$ cat config.mk
export PLATFORM = sky130hd
export DESIGN_NAME = ipt_lookup
export DESIGN_NICKNAME = d
export VERILOG_FILES = /design/src/rtl/ipt_pkg.sv /design/src/rtl/ipt_hash.sv /design/src/rtl/ipt_store.sv /design/src/rtl/ipt_walker.sv /design/src/rtl/ipt_lookup.sv
export SDC_FILE = /design/constraint.sdc
export NUM_CORES = 1
export LEC_CHECK = 0
export ABC_CLOCK_PERIOD_IN_PS = 5700
export CAP_MARGIN = 0
export CORE_AREA = 5 5 284 286
export DETAILED_ROUTE_END_ITERATION = 8
export DIE_AREA = 0 0 289 291
export DONT_BUFFER_PORTS = 1
export PLACE_DENSITY = 0.61
export SYNTH_ARGS = -nofsm -noshare
export SYNTH_HDL_FRONTEND = slang
export SYNTH_SLANG_ARGS = --single-unit
export TNS_END_PERCENT = 20
$ cat constraint.sdc
create_clock -name clk_i -period 5.7 [get_ports clk_i]
set_input_delay 0 -clock clk_i [delete_from_list [all_inputs] [get_ports clk_i]]
set_output_delay 0 -clock clk_i [all_outputs]
set_load 0.03 [all_outputs]
$ cat src/rtl/ipt_pkg.sv
package ipt_pkg;
  typedef enum logic {ST_IDLE, ST_WALK} walk_st_e;
endpackage

$ cat src/rtl/ipt_hash.sv
module ipt_hash #(
  parameter int HASH_W = 3
) (
  input  logic [HASH_W-1:0] vpn_lo_i,
  input  logic [HASH_W-1:0] pid_lo_i,
  output logic [HASH_W-1:0] slot_o
);
  // (vpn ^ pid) mod 2**HASH_W only depends on the low bits
  assign slot_o = vpn_lo_i ^ pid_lo_i;
endmodule

$ cat src/rtl/ipt_store.sv
module ipt_store #(
  parameter int FRAME_N  = 16,
  parameter int ANCHOR_N = 8,
  parameter int VPN_W    = 20,
  parameter int PID_W    = 8,
  localparam int FRAME_W = $clog2(FRAME_N),
  localparam int HASH_W  = $clog2(ANCHOR_N)
) (
  input  logic               clk_i,
  input  logic               rst_ni,
  input  logic               wr_en_i,
  input  logic               wr_anchor_i,
  input  logic [FRAME_W-1:0] wr_idx_i,
  input  logic [VPN_W-1:0]   wr_vpn_i,
  input  logic [PID_W-1:0]   wr_pid_i,
  input  logic               wr_valid_i,
  input  logic               wr_modify_i,
  input  logic [FRAME_W:0]   wr_next_i,
  input  logic               set_mod_i,
  input  logic [FRAME_W-1:0] set_idx_i,
  input  logic [HASH_W-1:0]  anc_slot_i,
  output logic               anc_v_o,
  output logic [FRAME_W-1:0] anc_head_o,
  input  logic [FRAME_W-1:0] ent_idx_i,
  output logic [VPN_W-1:0]   ent_vpn_o,
  output logic [PID_W-1:0]   ent_pid_o,
  output logic               ent_v_o,
  output logic               ent_m_o,
  output logic [FRAME_W:0]   ent_nxt_o
);
  logic               anc_v_q   [ANCHOR_N];
  logic [FRAME_W-1:0] anc_head_q[ANCHOR_N];
  logic [VPN_W-1:0]   ent_vpn_q [FRAME_N];
  logic [PID_W-1:0]   ent_pid_q [FRAME_N];
  logic               ent_v_q   [FRAME_N];
  logic               ent_m_q   [FRAME_N];
  logic [FRAME_W:0]   ent_nxt_q [FRAME_N];

  for (genvar a = 0; a < ANCHOR_N; a++) begin : g_anc
    always_ff @(posedge clk_i or negedge rst_ni) begin
      if (!rst_ni) begin
        anc_v_q[a]    <= 1'b0;
        anc_head_q[a] <= '0;
      end else if (wr_en_i && wr_anchor_i && wr_idx_i[HASH_W-1:0] == HASH_W'(a)) begin
        anc_v_q[a]    <= wr_valid_i;
        anc_head_q[a] <= wr_next_i[FRAME_W-1:0];
      end
    end
  end

  for (genvar f = 0; f < FRAME_N; f++) begin : g_ent
    always_ff @(posedge clk_i or negedge rst_ni) begin
      if (!rst_ni) begin
        ent_vpn_q[f] <= '0;
        ent_pid_q[f] <= '0;
        ent_v_q[f]   <= 1'b0;
        ent_m_q[f]   <= 1'b0;
        ent_nxt_q[f] <= {1'b1, {FRAME_W{1'b0}}};
      end else if (wr_en_i && !wr_anchor_i && wr_idx_i == FRAME_W'(f)) begin
        ent_vpn_q[f] <= wr_vpn_i;
        ent_pid_q[f] <= wr_pid_i;
        ent_v_q[f]   <= wr_valid_i;
        ent_m_q[f]   <= wr_modify_i;
        ent_nxt_q[f] <= wr_next_i;
      end else if (set_mod_i && set_idx_i == FRAME_W'(f)) begin
        ent_m_q[f] <= 1'b1;
      end
    end
  end

  assign anc_v_o    = anc_v_q[anc_slot_i];
  assign anc_head_o = anc_head_q[anc_slot_i];
  assign ent_vpn_o  = ent_vpn_q[ent_idx_i];
  assign ent_pid_o  = ent_pid_q[ent_idx_i];
  assign ent_v_o    = ent_v_q[ent_idx_i];
  assign ent_m_o    = ent_m_q[ent_idx_i];
  assign ent_nxt_o  = ent_nxt_q[ent_idx_i];

  AST_MODIFY_SET: assert property (@(posedge clk_i) disable iff (!rst_ni)
    set_mod_i |=> ent_m_q[$past(set_idx_i)]);
endmodule

$ cat src/rtl/ipt_walker.sv
module ipt_walker
  import ipt_pkg::*;
#(
  parameter int FRAME_N = 16,
  parameter int VPN_W   = 20,
  parameter int PID_W   = 8,
  parameter int OFF_W   = 12,
  localparam int FRAME_W = $clog2(FRAME_N)
) (
  input  logic               clk_i,
  input  logic               rst_ni,
  input  logic               req_valid_i,
  input  logic [PID_W-1:0]   req_pid_i,
  input  logic [VPN_W-1:0]   req_vpn_i,
  input  logic [OFF_W-1:0]   req_off_i,
  input  logic               req_write_i,
  input  logic               anc_v_i,
  input  logic [FRAME_W-1:0] anc_head_i,
  output logic [FRAME_W-1:0] ent_idx_o,
  input  logic [VPN_W-1:0]   ent_vpn_i,
  input  logic [PID_W-1:0]   ent_pid_i,
  input  logic               ent_v_i,
  input  logic               ent_m_i,
  input  logic [FRAME_W:0]   ent_nxt_i,
  output logic               set_mod_o,
  output logic [FRAME_W-1:0] set_idx_o,
  output logic               busy_o,
  output logic               done_o,
  output logic               hit_o,
  output logic               fault_o,
  output logic [FRAME_W+OFF_W-1:0] paddr_o,
  output logic               dirty_o
);
  localparam logic [FRAME_W-1:0] LAST_STEP = FRAME_W'(FRAME_N - 1);

  walk_st_e           st_q;
  logic [FRAME_W-1:0] cur_q, steps_q;
  logic [VPN_W-1:0]   vpn_q;
  logic [PID_W-1:0]   pid_q;
  logic [OFF_W-1:0]   off_q;
  logic               wr_q;
  logic               match;

  assign match     = ent_v_i && ent_vpn_i == vpn_q && ent_pid_i == pid_q;
  assign ent_idx_o = cur_q;
  assign set_mod_o = st_q == ST_WALK && match && wr_q;
  assign set_idx_o = cur_q;
  assign busy_o    = st_q == ST_WALK;

  always_ff @(posedge clk_i or negedge rst_ni) begin
    if (!rst_ni) begin
      st_q    <= ST_IDLE;
      cur_q   <= '0;
      steps_q <= '0;
      vpn_q   <= '0;
      pid_q   <= '0;
      off_q   <= '0;
      wr_q    <= 1'b0;
      done_o  <= 1'b0;
      hit_o   <= 1'b0;
      fault_o <= 1'b0;
      paddr_o <= '0;
      dirty_o <= 1'b0;
    end else begin
      done_o  <= 1'b0;
      hit_o   <= 1'b0;
      fault_o <= 1'b0;
      unique case (st_q)
        ST_IDLE: if (req_valid_i) begin
          vpn_q <= req_vpn_i;
          pid_q <= req_pid_i;
          off_q <= req_off_i;
          wr_q  <= req_write_i;
          if (anc_v_i) begin
            cur_q   <= anc_head_i;
            steps_q <= '0;
            st_q    <= ST_WALK;
          end else begin
            done_o  <= 1'b1;
            fault_o <= 1'b1;
          end
        end
        ST_WALK: begin
          if (match) begin
            done_o  <= 1'b1;
            hit_o   <= 1'b1;
            paddr_o <= {cur_q, off_q};
            dirty_o <= ent_m_i | wr_q;
            st_q    <= ST_IDLE;
          end else if (ent_nxt_i[FRAME_W] || steps_q == LAST_STEP) begin
            done_o  <= 1'b1;
            fault_o <= 1'b1;
            st_q    <= ST_IDLE;
          end else begin
            cur_q   <= ent_nxt_i[FRAME_W-1:0];
            steps_q <= steps_q + 1'b1;
          end
        end
        default: st_q <= ST_IDLE;
      endcase
    end
  end

  AST_EMPTY_SLOT_FAULT: assert property (@(posedge clk_i) disable iff (!rst_ni)
    (st_q == ST_IDLE && req_valid_i && !anc_v_i) |=> (done_o && fault_o));
  AST_LOOP_GUARD: assert property (@(posedge clk_i) disable iff (!rst_ni)
    (st_q == ST_WALK && steps_q == LAST_STEP) |=> (st_q == ST_IDLE && done_o));
  AST_DONE_PULSE: assert property (@(posedge clk_i) disable iff (!rst_ni)
    done_o |=> !done_o);
  AST_HIT_FAULT_EXCL: assert property (@(posedge clk_i) disable iff (!rst_ni)
    !(hit_o && fault_o));
  AST_RESULT_WITH_DONE: assert property (@(posedge clk_i) disable iff (!rst_ni)
    (hit_o || fault_o) |-> done_o);
  AST_REQ_HELD: assert property (@(posedge clk_i) disable iff (!rst_ni)
    (st_q == ST_WALK && req_valid_i) |=> $stable(vpn_q) && $stable(pid_q));
endmodule

$ cat src/rtl/ipt_lookup.sv
module ipt_lookup #(
  parameter int FRAME_N  = 16,
  parameter int ANCHOR_N = 8,
  parameter int VPN_W    = 20,
  parameter int PID_W    = 8,
  parameter int OFF_W    = 12,
  localparam int FRAME_W = $clog2(FRAME_N),
  localparam int HASH_W  = $clog2(ANCHOR_N)
) (
  input  logic                     clk_i,
  input  logic                     rst_ni,
  input  logic                     req_valid_i,
  input  logic [PID_W-1:0]         req_pid_i,
  input  logic [VPN_W-1:0]         req_vpn_i,
  input  logic [OFF_W-1:0]         req_off_i,
  input  logic                     req_write_i,
  output logic                     busy_o,
  output logic                     done_o,
  output logic                     hit_o,
  output logic                     fault_o,
  output logic [FRAME_W+OFF_W-1:0] paddr_o,
  output logic                     dirty_o,
  input  logic                     wr_en_i,
  input  logic                     wr_anchor_i,
  input  logic [FRAME_W-1:0]       wr_idx_i,
  input  logic [VPN_W-1:0]         wr_vpn_i,
  input  logic [PID_W-1:0]         wr_pid_i,
  input  logic                     wr_valid_i,
  input  logic                     wr_modify_i,
  input  logic [FRAME_W:0]         wr_next_i
);
  logic [HASH_W-1:0]  slot;
  logic               anc_v, ent_v, ent_m, set_mod;
  logic [FRAME_W-1:0] anc_head, ent_idx, set_idx;
  logic [VPN_W-1:0]   ent_vpn;
  logic [PID_W-1:0]   ent_pid;
  logic [FRAME_W:0]   ent_nxt;

  ipt_hash #(.HASH_W(HASH_W)) u_hash (
    .vpn_lo_i (req_vpn_i[HASH_W-1:0]),
    .pid_lo_i (req_pid_i[HASH_W-1:0]),
    .slot_o   (slot)
  );

  ipt_store #(
    .FRAME_N(FRAME_N), .ANCHOR_N(ANCHOR_N), .VPN_W(VPN_W), .PID_W(PID_W)
  ) u_store (
    .clk_i, .rst_ni,
    .wr_en_i, .wr_anchor_i, .wr_idx_i, .wr_vpn_i, .wr_pid_i,
    .wr_valid_i, .wr_modify_i, .wr_next_i,
    .set_mod_i  (set_mod),
    .set_idx_i  (set_idx),
    .anc_slot_i (slot),
    .anc_v_o    (anc_v),
    .anc_head_o (anc_head),
    .ent_idx_i  (ent_idx),
    .ent_vpn_o  (ent_vpn),
    .ent_pid_o  (ent_pid),
    .ent_v_o    (ent_v),
    .ent_m_o    (ent_m),
    .ent_nxt_o  (ent_nxt)
  );

  ipt_walker #(
    .FRAME_N(FRAME_N), .VPN_W(VPN_W), .PID_W(PID_W), .OFF_W(OFF_W)
  ) u_walker (
    .clk_i, .rst_ni,
    .req_valid_i, .req_pid_i, .req_vpn_i, .req_off_i, .req_write_i,
    .anc_v_i    (anc_v),
    .anc_head_i (anc_head),
    .ent_idx_o  (ent_idx),
    .ent_vpn_i  (ent_vpn),
    .ent_pid_i  (ent_pid),
    .ent_v_i    (ent_v),
    .ent_m_i    (ent_m),
    .ent_nxt_i  (ent_nxt),
    .set_mod_o  (set_mod),
    .set_idx_o  (set_idx),
    .busy_o, .done_o, .hit_o, .fault_o, .paddr_o, .dirty_o
  );

  AST_NO_WR_BUSY: assert property (@(posedge clk_i) disable iff (!rst_ni)
    wr_en_i |-> !busy_o);
endmodule

[Yosys cells after proc, flatten, opt, wreduce, memory -nomap -nowiden]
Cells that the tools add are included.
W data, S select, Z words.
Cells by class
  $add $sub $neg: 1
  order comparisons: 2
  equality and inequality tests: 44
  muxes and demuxes: 77
  bitwise logic cells: 5
  reduce and logical (&&, ||, !) cells: 70
Operator list (number)
  $bmux W20 S4: 1
  $eq A4 B4 Y1 const B: 17
  $mux W1: 49
  $logic_and A1 B1 Y1: 46
  $mux W20: 2
  $mux W4: 10
  $bmux W8 S4: 1
  $eq A4 B3 Y1 const B: 8
  $reduce_bool A2 Y1: 16
  $bmux W5 S4: 1
  $eq A20 B20 Y1: 1
  $eq A4 B2 Y1 const B: 4
  $mux W8: 2
  $pmux W4 S2: 2
  $bmux W4 S3: 1
  $eq A3 B3 Y1 const B: 4
  $mux W5: 2
  $bmux W1 S4: 2
  $eq A4 B1 Y1 const B: 2
  $eq A8 B8 Y1: 1
  $logic_not A4 Y1: 2
  $ne A2 B2 Y1 const B: 4
  $eq A3 B2 Y1 const B: 2
  $pmux W1 S2: 3
  15 further kinds: 16
Word-level totals
  register bits: 670
  bits of input ports: 85
  output and inout bits: 21

[Depth between registers and ports, before layout]
  depth in word-level cells: 12
  gate-level depth with buffers: 15

[Modules after synthesis]
From an unflattened synthesis, not the netlist that was laid out.
Second synthesis, totals
  cells, all modules: 1990
  area total of the unflattened synthesis: 30461.7 um^2
By module, submodules not included
  ipt_store: times used 1, cells each 1673, area each 27227.4 um^2
  ipt_walker: times used 1, cells each 314, area each 3208.1 um^2
  ipt_hash: times used 1, cells each 3, area each 26.3 um^2

[Least setup slack after synthesis]
No wires, ideal clock.
  path type: register -> register
  start point: register u_walker.cur_q[0] (netlist: u_walker.ent_idx_o[0])
  end point: register u_store.ent_m_q[1] in the netlist's numbering
  arrival time: 3227 ps
  setup slack: 2380 ps
  cell stages (with the launch flop): 11
  path buffers: 1
  period minus slack after synthesis: 3320 ps
  cell sequence: dfrtp_1 buf_2 mux4_2 mux2i_1 nor3_1 or4_1 or4_4 nor4b_4 nand4_2 or3_1 o31ai_2
Between the ends
  word-level cells in the longest chain between the ends: 11
  elaborated cells between the ends (all ways): 19
  those cells by class: eq/ne (3); mux (9); bitwise (1); reduce/logical (6)
RTL lines
  start: declaration: RTL line ipt_walker.sv:37  | logic [FRAME_W-1:0] cur_q, steps_q;
  start signal: assignment: RTL line ipt_walker.sv:75  | cur_q <= anc_head_i;
  start signal: assignment: RTL line ipt_walker.sv:95  | cur_q <= ent_nxt_i[FRAME_W-1:0];
  $not A4 Y5 (implied by the code): RTL line ipt_store.sv:73, ipt_store.sv:74, ipt_store.sv:75
  $bmux W20 S4: RTL line ipt_store.sv:73  | assign ent_vpn_o = ent_vpn_q[ent_idx_i];
  $mux W20 (implied by the code) (2 in a row): RTL line ipt_store.sv:73
  $eq A20 B20 Y1: RTL line ipt_walker.sv:44  | assign match = ent_v_i && ent_vpn_i == vpn_q && ent_pid_i == pid_q;
  $logic_and A1 B1 Y1 (2 in a row): RTL line ipt_walker.sv:44
  $logic_and A1 B1 Y1 (2 in a row): RTL line ipt_walker.sv:46  | assign set_mod_o = st_q == ST_WALK && match && wr_q;
  $logic_and A1 B1 Y1 (*): RTL line ipt_store.sv:65  | end else if (set_mod_i && set_idx_i == FRAME_W'(f)) begin
  $reduce_bool A2 Y1 (no line) (*)
  end signal: indexed assignment: RTL line ipt_store.sv:63  | ent_m_q[f] <= wr_modify_i;
  end: declaration: RTL line ipt_store.sv:36  | logic ent_m_q [FRAME_N];
Every way passes the cells marked *; elsewhere a longest branch is shown, timed or not. The select of a mux whose other input is x is not followed.
A chain may end at the register's enable or synchronous reset.

[Worst setup path in the final report]
  start point: register u_walker.cur_q[3] (netlist: u_walker.ent_idx_o[3])
  end point: register u_store.ent_m_q[2] in the netlist's numbering
The elaborated chain is that of the path after synthesis.

==> flow_summary.ini <==
[timing]
fmaxAchievable_mhz = 208
grt_setup_unrepaired = false
min_period_ns = 4.82
slew_headroom = -0.340
finalHoldViolCount = 654
fin_setup_tns_ns = 0
worst_hold_slack_ns = -0.896
setup_viol_count_final = 0
finalMaxSlewViolations = 377
clock_skew_ns = 0.0241
worst_pin_slew_ns = 2.01
layout_worst_path_cycle_share = 0.845

[synthesis]
synth-compound-area-share = 0.0310
synth_edf_count = 0
combinational_family_with_the_most_area_after_synthesis = multiplexers
synth_largest_type_area_fraction = 0.531
ys_seq_area_frac = 0.544
yosys-top-cells-area = dfrtp_1 (53%), mux2_2 (24%), mux4_2 (9.6%)
synthesis.area_per_instance_um2 = 14.9
xor_and_xnor_fraction_of_the_mapped_netlist_area = 0.00966
synth-seq-cells = 670
synth_fp_nets = 2152
post_synth_instance_area_mm2 = 0.0308
synth-simple-area-share = 0.0309
dominantRegCellSynth = dfrtp_1
yosysWarningCount = 0
asr_flop_ratio_synth = 1.00
yosysUniqueCellTypes = 65
post_synth_fa_ha_maj_area_fraction = 0.000406
synthesis.instances = 2066
post_synth_mux_area_share = 0.359
synth_top_area_cell = dfrtp_1

[global_routing]
grt_max_degree = 671
number_of_antenna_violations_at_the_first_check_in_global_routing = 8
global_route.peak_usage_layer = met2
track_usage = 0.200
grt_first_pass_wirelength_mm = 128
grt_total_ovfl = 0
grtUsageMet3 = 0.0365
grt_pass1_vias = 19630
grt_use_met2 = 0.330
met1_usage = 0.278

[floorplan]
core.rowCount = 103
placeableCoreArea_mm2 = 0.0781
start_util = 0.395
io_pins = 106
die_area_mm2 = 0.0841
die-width_um = 289
die_h_um = 291

[cells_and_area]
multi_input_area_mm2 = 0.0134
register_area_mm2 = 0.0168
final.fill_count = 6980
mostFrequentLayoutCells = mux2_2 (650), dfrtp_1 (650), mux4_2 (131)
area_growth_pct = 14.1
layout.nets = 2192
final_cells = 3216
postLayoutCoreUtil = 0.450
drive_gt1_frac = 0.451

[place]
place_hpwl_mm = 50.5
post_place_cells = 2996
gpl.final_weighted_congestion = 0.865
io_buffers = 0

[power]
power_leakage_nw = 15.4
ir_drop_uv = 247
p_per_area_mw_per_mm2 = 474

[detailed_routing]
first_iter_violations = 1478
post-route-drc-count = 0
route.antenna.remaining_nets = 0
detail_route.wirelength_mm = 84.5
drt-wirelength-per-cell_um = 26.3
num_vias = 18304
vias_per_cell = 5.69
detail_route.first_pass.iterations = 5

[setup_path]
critical_path.startpoint_type = flip-flop
critical_path_arrival_ns = 5.34
worst_path_fanout_max = 44
timing.critical_path.to_type = flip-flop
start_to_end_type_of_the_worst_setup_path = flip-flop to flip-flop
critical_path_buf_inv_count = 2
slowest_stage = dfrtp_4
critical_path.cell_chain = buf_4, mux2_2, o22ai_1, a221oi_1, xor2_1, o41ai_1, nor4bb_1, nand4_2, buf_4, or3_1, o31ai_2
slowest_delay_ns = 0.91
critical-path-top-cell-by-count = buf_4
critical_path_required_ns = 6.22
critical_path.top_delay_family = simple AND/OR/NAND/NOR gates

[status]
status = finished, violations left
violated_checks = hold timing, slew limit

[clock_network]
clock_path_buffers = 3
cts-buffers-inserted = 75
clock_latency_ns = 0.62
cts_tree = done
cts_sinks = 670
post_cts_resized = 0
clock_tree.htree_level_count = 3
clk_pin_slew_worst_paths_ns = 0.06
clockRootBuffer = clkbuf_16
cts_hold_buffers = 83
cts_setup_buffers = 0

[flow_run]
drv.max_cap_violation_count = 0

[hold_path]
timing.hold.worst.class = input port to async pin
-- cells by family after synthesis --
family	after synthesis
adder cells (fa/ha/maj)	1
AO/OA/AOI/OAI	135
flip-flops	670
buffers and inverters	179
multiplexers	862
XOR/XNOR	34
AND/OR/NAND/NOR	185
-- cell type report --
type | count | share of cell area
antenna | 5 | 0.000356
inverter | 23 | 0.00245
timing repair buffer | 119 | 0.0324
tap | 1050 | 0.0373
clock inverter | 14 | 0.00541
clock buffer | 118 | 0.0643
sequential | 670 | 0.478
multi-input combinational | 1217 | 0.380
-- path summary, 6_finish.rpt --
kind / endpoint / slack [ns] / depth (start not counted) / from
setup / recovery: u_store.ent_m_q[2] / 0.88 / 11 / u_walker.ent_idx_o[3]
hold / removal: u_store.anc_v_q[7] / -0.90 / 0 / rst_ni
setup reg to reg: u_store.ent_m_q[2] / 0.88 / 11 / u_walker.ent_idx_o[3]
hold reg to reg: u_store.ent_vpn_q[282] / 0.50 / 1 / u_store.ent_vpn_q[282]
max in group asynchronous: u_store.ent_vpn_q[156] / 5.00 / 0 / rst_ni
min in group clk_i: u_store.anc_head_q[6] / 0.04 / 3 / wr_idx_i[0]
-- metal layers --
layer | part of all wire | wire length (um) | up-vias
met5 | 0.00032 | 27 | -
met4 | 0.021 | 1800 | 4
met3 | 0.052 | 4380 | 144
met2 | 0.48 | 40900 | 495
met1 | 0.44 | 37400 | 9921
li1 | - | - | 7740
-- cells in the mapped netlist, drive strengths merged (3+ instances only) --
cell type,number
dfrtp,654
mux2,650
mux4,131
clkbuf,105
mux2i,81
nand2,69
buf,51
o21ai,34
nor2,24
nor2b,23
inv,21
xnor2,21
a21oi,17
dfstp,16
nand3,15
xor2,13
nor3,11
o22ai,11
a2111oi,10
or3,8
a221oi,7
a2bb2oi,7
nand2b,7
o211ai,7
a211oi,6
o31ai,6
nor4b,5
a22oi,4
a31oi,4
and2,4
nand4,4
or4,4
a22o,3
o2bb2ai,3
-- report_power, final --
part           internal [mW]  total, mW  switching (mW)
Sequential              5.81       6.70           0.889
Clock                   2.86       4.79            1.93
Combinational           2.63       5.20            2.58
Total                   11.3       16.7            5.39
-- registers in the layout, indices dropped and copies added (netlist names), 16 cells and up --
register	count
u_walker.paddr_o	16
u_store.ent_v_q	16
u_store.ent_pid_q	128
u_store.ent_vpn_q	320
u_walker.vpn_q	20
u_store.ent_m_q	16
u_store.anc_head_q	32
u_store.ent_nxt_q	80
-- per-stage QoR --
step | setup slack, ns | cell area (um^2) | total power, mW | hold slack, ns
6_report | 0.882 | 35200 | 16.7 | -0.896
2_1_floorplan | 2.38 | 30800 | 10.2 | -0.296
5_1_grt | 0.714 | 35200 | 17.5 | -0.937
3_3_place_gp | 1.08 | 31900 | 11.7 | -0.261
4_1_cts | 0.914 | 35200 | 16.8 | -0.927
3_5_place_dp | 0.934 | 31900 | 11.9 | -0.259
Power figures use the tool's default switching activity.
